`src/rtl/act_window_limiter.sv`:
```
module act_window_limiter #(
  parameter int NS_W  = 8,
  parameter int N_ACT = 4
) (
  input  logic            clk,
  input  logic            rst_n,
  input  logic            eight_bank,
  input  logic [NS_W-1:0] trrd_ns,
  input  logic [NS_W-1:0] tck_ns,
  input  logic            cfg_load,
  input  logic            act,
  output logic            act_ok,
  output logic            act_viol,
  output logic            cfg_busy,
  output logic [NS_W+3:0] win_len
);

  localparam int CW = NS_W + 4;
  localparam int PW = (N_ACT > 1) ? $clog2(N_ACT) : 1;

  logic [NS_W-1:0] rem, tck_r, quo;
  logic            busy;
  logic [CW-1:0]   now;
  logic [CW-1:0]   stamp [N_ACT];
  logic [N_ACT-1:0] valid;
  logic [PW-1:0]   wp;

  wire [NS_W-1:0] tck_fix    = (tck_ns == '0) ? NS_W'(1) : tck_ns;
  wire [CW-1:0]   oldest_age = now - stamp[wp];
  wire            slot_free  = !(&valid) || (oldest_age >= win_len);
  wire            take       = eight_bank && act && act_ok;
  wire [PW-1:0]   wp_next    = (wp == PW'(N_ACT - 1)) ? '0 : wp + PW'(1);

  assign win_len  = CW'(quo) * CW'(N_ACT) + CW'(2);
  assign cfg_busy = busy;
  assign act_ok   = !eight_bank || (!busy && slot_free);

  always_ff @(posedge clk) begin
    if (!rst_n || cfg_load) begin
      busy  <= 1'b1;
      rem   <= trrd_ns;
      tck_r <= tck_fix;
      quo   <= '0;
      valid <= '0;
      wp    <= '0;
      for (int i = 0; i < N_ACT; i++) stamp[i] <= '0;
    end else begin
      if (busy) begin
        if (rem == '0) busy <= 1'b0;
        else begin
          rem <= (rem > tck_r) ? rem - tck_r : '0;
          quo <= quo + NS_W'(1);
        end
      end
      for (int i = 0; i < N_ACT; i++)
        if (valid[i] && (now - stamp[i]) >= win_len) valid[i] <= 1'b0;
      if (take) begin
        stamp[wp] <= now;
        valid[wp] <= 1'b1;
        wp        <= wp_next;
      end
    end
  end

  always_ff @(posedge clk) begin
    if (!rst_n) begin
      now      <= '0;
      act_viol <= 1'b0;
    end else begin
      now      <= now + CW'(1);
      act_viol <= eight_bank && act && !act_ok;
    end
  end

  assert_viol_cause_R6: assert property (@(posedge clk) disable iff (!rst_n)
    act_viol |-> $past(act) && $past(eight_bank));

  assert_bypass_quiet_R7: assert property (@(posedge clk) disable iff (!rst_n)
    ($past(!eight_bank) && $past(rst_n)) |-> !act_viol);

  assert_busy_blocks_R8: assert property (@(posedge clk) disable iff (!rst_n)
    (cfg_busy && eight_bank) |-> !act_ok);

  assert_ptr_advance_R4: assert property (@(posedge clk) disable iff (!rst_n || cfg_load)
    take |=> (wp != $past(wp)) && valid[$past(wp)]);

  assert_win_even_R1: assert property (@(posedge clk) disable iff (!rst_n)
    $fell(cfg_busy) |-> (win_len[1:0] == 2'b10));

  assert_load_busy_R3: assert property (@(posedge clk) disable iff (!rst_n)
    cfg_load |=> cfg_busy && (valid == '0));

endmodule

```
`config.mk`:
```
export PLATFORM = sky130hd
export DESIGN_NAME = act_window_limiter
export DESIGN_NICKNAME = d
export VERILOG_FILES = /design/src/rtl/act_window_limiter.sv
export SDC_FILE = /design/constraint.sdc
export NUM_CORES = 1
export LEC_CHECK = 0
export ABC_CLOCK_PERIOD_IN_PS = 9300
export BUFFER_PORTS_ARGS = -buffer_cell sky130_fd_sc_hd__buf_2
export CAP_MARGIN = 30
export CORE_MARGIN = 2
export CORE_UTILIZATION = 40
export CTS_CLUSTER_SIZE = 20
export DETAILED_ROUTE_END_ITERATION = 10
export PLACE_DENSITY = 0.68
export RECOVER_POWER = 50
export SLEW_MARGIN = 25
export SYNTH_ARGS = -nofsm -noshare
export SYNTH_HDL_FRONTEND = slang
export SYNTH_SLANG_ARGS = --single-unit
```
`constraint.sdc`:
```
create_clock -name clk -period 9.3 [get_ports clk]
set_clock_uncertainty 0.15 [all_clocks]
set_input_delay 1.395 -clock clk [delete_from_list [all_inputs] [get_ports clk]]
set_output_delay 1.395 -clock clk [all_outputs]
set_load 0.02 [all_outputs]
```
## After elaboration in Yosys (flattened, before gate mapping)

Memories as Yosys holds them, arrays and structs flattened. A register that Yosys moved wholly into a read port is not among the register bits.
Cells that the tools add are included.

- Bits in registers: 44
- Bits in writable memories: 48
- Output and inout port bits: 15
- Word-level logic and storage cells: 83
- Memories: 1

Memory list:

| name | depth | width | rd ports | clocked after Yosys merged registers in | write ports | RTL line | text |
|---|---|---|---|---|---|---|---|
| stamp | 4 | 12 | 5 | 1 | 4 | 24 | `logic [CW-1:0] stamp [N_ACT];` |

- Add/subtract/negate cells: 10
- Magnitude comparators: 8
- Equal/unequal tests: 2
- Mux-type cells: 28
- Bitwise logic cells: 2
- Reduce and logical (&&, ||, !) cells: 24

Operators with widths:

| operator | number |
|---|---|
| subtractor 12 bit | 5 |
| greater-or-equal comparator 12 x 11 -> 1 bit | 4 |
| 2-to-1 mux 8 bit | 4 |
| 2-to-1 mux 1 bit | 17 |
| zero test 8 bit | 2 |
| adder 12 x 1 -> 12 bit, second input constant | 1 |
| greater-or-equal comparator 12 bit | 1 |
| 2-to-1 mux 12 bit | 1 |
| OR reduction 12 bit | 1 |
| adder 10 x 2 -> 11 bit, second input constant | 1 |
| logical AND 1 bit | 9 |
| adder 8 x 1 -> 8 bit, second input constant | 1 |
| > comparator 8 bit | 1 |
| 2-to-1 mux 2 bit | 4 |
| subtractor 8 bit | 1 |
| zero test 1 bit | 5 |
| 2-to-1 mux 4 bit | 1 |
| OR 4 bit | 1 |
| AND reduction 2 bit | 2 |
| AND reduction 4 bit | 1 |
| logical OR 1 bit | 3 |
| < comparator 2 x 3 -> 1 bit, second input constant | 1 |
| adder 2 x 1 -> 2 bit, second input constant | 1 |
| demux 1 bit (select 2 bit) | 1 |
| other kinds (5) | 5 |

## Longest topological paths before layout

Gate-level depths: netlist of run 1.

- Word-level depth: 11
- Depth in mapped cells: 19
- Mapped depth without buffers: 19

## Least setup slack after synthesis of run 1

OpenSTA, ideal clock, no wires.

- Path kind: reg2out
- From: register (tool-made name)
- To: output port act_ok
- Arrival: 4.284 ns
- Required time: 7.755 ns
- Setup slack: 3.471 ns
- Stages on the path, launching flop included: 19
- Cell sequence: dfxtp_1 > buf_1 > mux4_2 > ha_1 > inv_1 > fa_1 > a211oi_2 > o21ai_1 > a31oi_1 > xnor2_1 > ha_1 > a2111oi_0 > o211ai_1 > a21oi_1 > nor2b_1 > a2111o_1 > a21o_2 > nand2b_1 > nand2_1

RTL lines:

| item | RTL line | text |
|---|---|---|
| end: declaration | 12 | `output logic act_ok,` |

==> results of run 1 <==
## cell usage in the layout, fill, tap and decap left out, drive strengths merged, types with 19 or more instances in the layout
cell type,n
o21ai,35
buf,22
nor3,46
dfxtp,30
clkbuf,26
nand2,47
nand3,19
a21oi,43
ha,110
nand2b,19
a21o,25
xnor2,51
edfxtp,64
nor2,51
inv,91
## per-layer routing
metal,GRT usage [%],vias to the layer above
met5,0,-
met4,5.62,0
met3,2.43,23
met2,29.9,164
met1,26.5,2840
li1,-,2987
## per-stage QoR
stage	total power [mW]	setup WS (ns)	area (um2)	util [%]	hold slack [ns]
after floorplan	0.693	3.47	7770	-	0.294
after global placement	0.748	3.26	8130	43.1	0.318
after detailed placement	0.756	3.24	8160	43.2	0.334
after CTS	1.14	2.80	8460	44.8	0.351
after global routing	1.19	1.59	8390	44.4	0.382
final	1.13	2.33	8390	44.4	0.353
## layout make-up
| cell class | instances | area (um2) |
|---|---|---|
| inverter | 87 | 327 |
| fill | 1857 | 10500 |
| timing repair buffer | 39 | 181 |
| clock inverter | 7 | 77.6 |
| clock buffer | 9 | 225 |
| tap | 260 | 325 |
| sequential | 94 | 2520 |
| multi-input combinational | 615 | 4740 |
## registers in the layout, indices dropped and copies added, names as in the netlist, named ones only
register / flops
stamp: 48
now: 12
quo: 8
rem: 8
tck_r: 8
valid: 4
wp: 2
act_viol: 1
cfg_busy: 1
## critical path: cells and delay by family (launching register included)
kind                       cells  cell delay, ns
adders and majority gates      3            0.86
buffers and inverters          2            0.36
and+or+nand+nor                2            1.60
xor gates and xnor gates       1            0.10
muxes                          1            0.35
AOI/OAI and AO/OA              9            2.42
DFF                            1            0.80
## cell families after synthesis
kind of cell               Yosys count  synth area share [%]
other                                2                0.0967
and+or+nand+nor                    251                  16.4
adders and majority gates          116                  19.3
muxes                               16                  4.00
buffers and inverters              117                  6.35
AOI/OAI and AO/OA                  162                  13.9
DFF                                 94                  32.5
xor gates and xnor gates            66                  7.44
## how the worst max path moves through the flow
| stage | from | to | slack [ns] | cells past startpoint |
|---|---|---|---|---|
| after floorplan | flip-flop | act_ok | 3.47 | 18 |
| after global placement | flip-flop | act_ok | 3.26 | 18 |
| after detailed placement | flip-flop | act_ok | 3.24 | 17 |
| after CTS | flip-flop | act_ok | 2.80 | 17 |
| after global routing | flip-flop | stamp[2][0] | 1.59 | 18 |
| final | flip-flop | stamp[0][2] | 2.33 | 18 |
## report_power, final
group	total [mW]	switching, mW	leakage (nW)	internal (mW)
Sequential	0.483	0.0185	0.942	0.465
Combinational	0.262	0.141	2.31	0.121
Clock	0.381	0.190	0.146	0.191
Total	1.13	0.349	3.39	0.777
==> flow_metrics.env, run 1 <==
export IMPL_cts_sinks=94
export IMPL_fp_dieW_um=143
export IMPL_clockBufferDepth=2
export IMPL_crit_path_start_kind="flip-flop"
export IMPL_fin_setup_tns_ns=0
export IMPL_io_pins=36
export IMPL_pwr_density_cell_nw_per_um2=134
export IMPL_syn_area_per_cell_um2=9.42
export IMPL_path_class="reg -> reg"
export IMPL_ys_top_cells_by_count="ha_1, inv_1, edfxtp_1"
export IMPL_met1_length_um=8790
export IMPL_required_ns=9.21
export IMPL_syn2layout_area_growth_pct=8.11
export IMPL_critPathSlowestCell="nand4_1"
export IMPL_vias=6014
export IMPL_period_minus_slack_ns=6.97
export IMPL_drive_gt1_share_pct=7.17
export IMPL_grt_antenna_before_repair=0
export IMPL_die_area_um2=20500
export IMPL_tritoncts="built"
export IMPL_gp_congestion=0.958
export IMPL_holdBufCountCts=0
export IMPL_cp_max_fo=51
export IMPL_ant_nets=0
export IMPL_dp_hpwl_um=14600
export IMPL_worst_ep_arrival_time_ns=6.89
export IMPL_hold_path_class="reg -> reg"
export IMPL_slew_limit_headroom_pct=-30.1
export IMPL_slowest_delay_ns=1.47
export IMPL_drc=0
export IMPL_timing_final_hold_violations=0
export IMPL_maxSlewViolCount=52
export IMPL_p_leak_nw=3.39
export IMPL_r2r_cells=18
export IMPL_synth_cells=824
export IMPL_synth_area_leader_cell="edfxtp_1"
export IMPL_seq_area_frac_synth_pct=32.5
export IMPL_ys_warn_count=0
export IMPL_cts_root_buf="clkbuf_16"
export IMPL_cap_viol_max_count=1
export IMPL_grt_pass1_wl_um=29400
export IMPL_postCtsResizedCells=0
export IMPL_vdd_drop_max_uv=106
export IMPL_synthArstFlopShare_pct=0
export IMPL_setup_viol=0
export IMPL_synth_seq_cells=94
export IMPL_die_height_um=143
export IMPL_dp_cells=1094
export IMPL_cts_htree_levels=3
export IMPL_synth_top_cell_area_share_pct=24.8
export IMPL_instances_no_fill=1111
export IMPL_synth_edf_count=64
export IMPL_post_drt_wl_per_cell_um=16.6
export IMPL_netlist_cell_type_count=64
export IMPL_violations="max-capacitance violations, max-slew violations"
export IMPL_synth_most_common_cell="ha_1"
export IMPL_tightest_slew_ns=1.95
export IMPL_rows=50
export IMPL_fmax_mhz=143
export IMPL_wl_met2_um=8270
export IMPL_firstDrtPassIters=5
export IMPL_numCtsBuffers=9
export IMPL_critPathCaptureType="flip-flop"
export IMPL_diodes=0
export IMPL_holdPathStages=1
export IMPL_holdCritStartpoint="now[0]"
export IMPL_grt_max_degree=52
export IMPL_worstPathCellList="mux4_2 > ha_1 > inv_1 > fa_1 > a211oi_1 > o21ai_0 > a31oi_1 > xnor2_1 > ha_1 > a21oi_1 > a21oi_1 > a21oi_1 > nor2b_1 > a2111o_1 > a21o_2 > nand4_1 > o31ai_2 > buf_4"
export IMPL_rrSetupSlack_ns=2.33
export IMPL_wl_um=18400
export IMPL_core_um2=18900
export IMPL_netlist_area_um2=7760
export IMPL_rsz0062_at_grt="no"
export IMPL_portBuffers=31
export IMPL_ys_flop_type="edfxtp_1"
export IMPL_timing_rr_end="stamp[0][2]"
export IMPL_crit_path_frequent_cell="a21oi_1"
export IMPL_layout_nets=983
export IMPL_drt_iter0_markers=361
export IMPL_initial_core_util_pct=41.1
export IMPL_post_route_period_util_pct=75.0
export IMPL_status="finished with violations"
export IMPL_grt_usage_pct=18.7
export IMPL_route_met3_wl_um=1020
export IMPL_vias_per_cell=5.41
export IMPL_postCtsSetupRepairBufs=0
export IMPL_grt_pass1_vias=5720
export IMPL_topRoutingLayerUsed="met4"
export IMPL_clock_insertion_delay_worst_skew_ns=0.36
export IMPL_clkTransAtPathRegs_ns=0.08
export IMPL_yosys_top_cells_area="edfxtp_1, ha_1, dfxtp_1"
export IMPL_grt_overflow=0
export IMPL_min_to="now[0]"
Note: power is estimated with default switching activity, not from simulation.
==> inputs of run 2 (changes only) <==
Settings changed: ABC_AREA from default to 1, ABC_CLOCK_PERIOD_IN_PS 9300 to 6600.
Clock period 9.3 ns to 6.6 ns, I/O delays scaled along.
==> flow_metrics.env, run 2 <==
export IMPL_status="finished, final reports clean"
export IMPL_slowest_delay_ns=0.85
export IMPL_vdd_drop_max_uv=139
export IMPL_drt_iter0_markers=650
export IMPL_synth_cells=983
export IMPL_grt_pass1_wl_um=32400
export IMPL_netlist_area_um2=7780
export IMPL_drc=0
export IMPL_top_register="stamp"
export IMPL_clkTransAtPathRegs_ns=0.07
export IMPL_fp_dieW_um=143
export IMPL_yosys_top_cells_area="edfxtp_1, ha_1, nand2_1"
export IMPL_cts_htree_levels=3
export IMPL_cts_root_buf="clkbuf_16"
export IMPL_firstDrtPassIters=5
export IMPL_synth_area_leader_cell="edfxtp_1"
export IMPL_final_cell_mix="nand2_1, inv_1, ha_1"
export IMPL_slew_limit_headroom_pct=12.8
export IMPL_diodes=0
export IMPL_ys_top_cells_by_count="nand2_1, inv_1, ha_1"
export IMPL_cp_max_fo=29
export IMPL_timing_final_hold_violations=0
export IMPL_clockBufferDepth=2
export IMPL_die_height_um=143
export IMPL_seq_area_frac_synth_pct=32.4
export IMPL_critPathCaptureType="primary output"
export IMPL_required_ns=5.46
export IMPL_layout_nets=1145
export IMPL_tightest_slew_ns=1.31
export IMPL_dp_hpwl_um=16300
export IMPL_gp_congestion=0.958
export IMPL_path_class="reg -> out"
export IMPL_pwr_density_cell_nw_per_um2=187
export IMPL_switching_power_mw=0.503
export IMPL_swShare_pct=31.9
export IMPL_hold_path_class="reg -> reg"
export IMPL_post_route_period_util_pct=86.5
export IMPL_p_total_mw=1.58
export IMPL_ys_flop_type="edfxtp_1"
export IMPL_syn_area_per_cell_um2=7.92
export IMPL_top_regs="stamp x48, now x12"
export IMPL_clock_insertion_delay_worst_skew_ns=0.37
export IMPL_setup_viol=0
export IMPL_ant_nets=0
export IMPL_synth_top_cell_area_share_pct=24.7
export IMPL_grt_max_degree=30
export IMPL_post_drt_wl_per_cell_um=16.2
export IMPL_critPathSlowestCell="dfxtp_1"
export IMPL_worst_ep_arrival_time_ns=4.57
export IMPL_grt_antenna_before_repair=0
export IMPL_worstPathCellList="clkbuf_1 > o21ai_0 > a21oi_1 > ha_1 > a21oi_1 > nand2_1 > a21oi_1 > nor2_1 > nor2_1 > xnor2_1 > ha_1 > nand2_1 > inv_1 > nor4_1 > nand2_1 > nor2_1 > nand3_2 > a21boi_0 > inv_1 > buf_2"
export IMPL_core_um2=19300
export IMPL_rsz0062_at_grt="no"
export IMPL_period_minus_slack_ns=5.71
export IMPL_io_pins=36
export IMPL_wl_um=20600
export IMPL_intPower_mw=1.07
export IMPL_synth_seq_cells=94
export IMPL_pwr_share_comb_pct=23.8
export IMPL_dp_cells=1262
export IMPL_portBuffers=31
export IMPL_final_common_cell="nand2_1"
export IMPL_holdBufCountCts=0
export IMPL_p_seq_share_pct=42.8
export IMPL_vias_per_cell=5.15
export IMPL_synthArstFlopShare_pct=0
export IMPL_vias=6582
export IMPL_cap_viol_max_count=0
export IMPL_postCtsResizedCells=0
export IMPL_drive_gt1_share_pct=4.54
export IMPL_grt_usage_pct=21.0
export IMPL_synth_most_common_cell="nand2_1"
export IMPL_fin_setup_tns_ns=0
export IMPL_p_leak_nw=3.73
export IMPL_maxSlewViolCount=0
export IMPL_grt_overflow=0
export IMPL_tritoncts="built"
export IMPL_syn2layout_area_growth_pct=8.18
export IMPL_cts_sinks=94
export IMPL_synth_edf_count=64
export IMPL_netlist_cell_type_count=39
export IMPL_numCtsBuffers=9
export IMPL_postCtsSetupRepairBufs=0
export IMPL_ys_warn_count=0
export IMPL_final_area_um2=8420
export IMPL_path_delay_family="compound AO/OA/AOI/OAI gates"
export IMPL_p_clk_share_pct=33.4
export IMPL_grt_pass1_vias=5993
export IMPL_worst_path_buf_inv=4
export IMPL_rows=51
export IMPL_dpl_instance_area_um2=8180
export IMPL_fin_util_pct=43.7
export IMPL_fmax_mhz=175
export IMPL_initial_core_util_pct=40.4
export IMPL_largest_reg_flops=48
export IMPL_instances_no_fill=1278
export IMPL_crit_path_start_kind="flip-flop"
export IMPL_die_area_um2=20600
[run 2: cell types whose count changed after synthesis, sizes merged, moves of 22 or more]
cell,before,now
nor2,51,101
nand3,19,47
nor3,46,19
nand2,47,176
o21ai,35,57
inv,87,141
xnor2,51,21
a21oi,43,97
[run 2: layout make-up]
type	instances	area [um2]
Tap cell	265	332
Clock inverter	7	71.3
Fill cell	2023	10900
Timing Repair Buffer	37	166
Inverter	141	532
Clock buffer	9	225
Sequential cell	94	2520
Multi-Input combinational cell	725	4570
[run 2: cells by family after synthesis]
logic type / share of synthesized area, %
other cells: 0.0965
xor+xnor: 6.19
simple gates: 20.3
compound gates: 13.2
fa+ha+maj: 19.2
buf+inv: 8.63
flops: 32.4
[run 2: worst reg2reg max path: cells and delay by family (launching register included)]
family	cells	cell delay, ns
xor+xnor	1	0.14
fa+ha+maj	2	0.58
flops	1	0.85
buf+inv	2	0.54
simple gates	12	2.23
compound gates	4	0.78
[run 2: through the flow]
stage	setup WS, ns	hold slack [ns]
floorplan	2.32	0.280
global placement	1.57	0.300
detailed placement	1.53	0.308
CTS	1.12	0.322
global route	0.343	0.357
finish	0.888	0.319
[run 2: layer usage]
metal  global-route usage, %  part of all wire [%]
met5                       0                     0
met4                    7.22                   2.5
met3                    2.90                   4.7
met2                    34.1                    46
met1                    28.7                    46
[run 2: power by group through the flow]
stage	Sequential (mW)	Clock, mW	Combinational, mW
after floorplan	0.681	0	0.295
after global placement	0.686	0	0.368
after detailed placement	0.687	0	0.378
after CTS	0.674	0.535	0.380
after global routing	0.676	0.560	0.434
final	0.674	0.526	0.376
[run 2: worst paths after layout]
check	startpoint	to	slack, ns	cells past startpoint
max	flip-flop	act_ok	0.89	20
min	now[0]	now[0]	0.32	1
max reg2reg	flip-flop	stamp[2][0]	0.90	21
min reg2reg	now[0]	now[0]	0.32	1
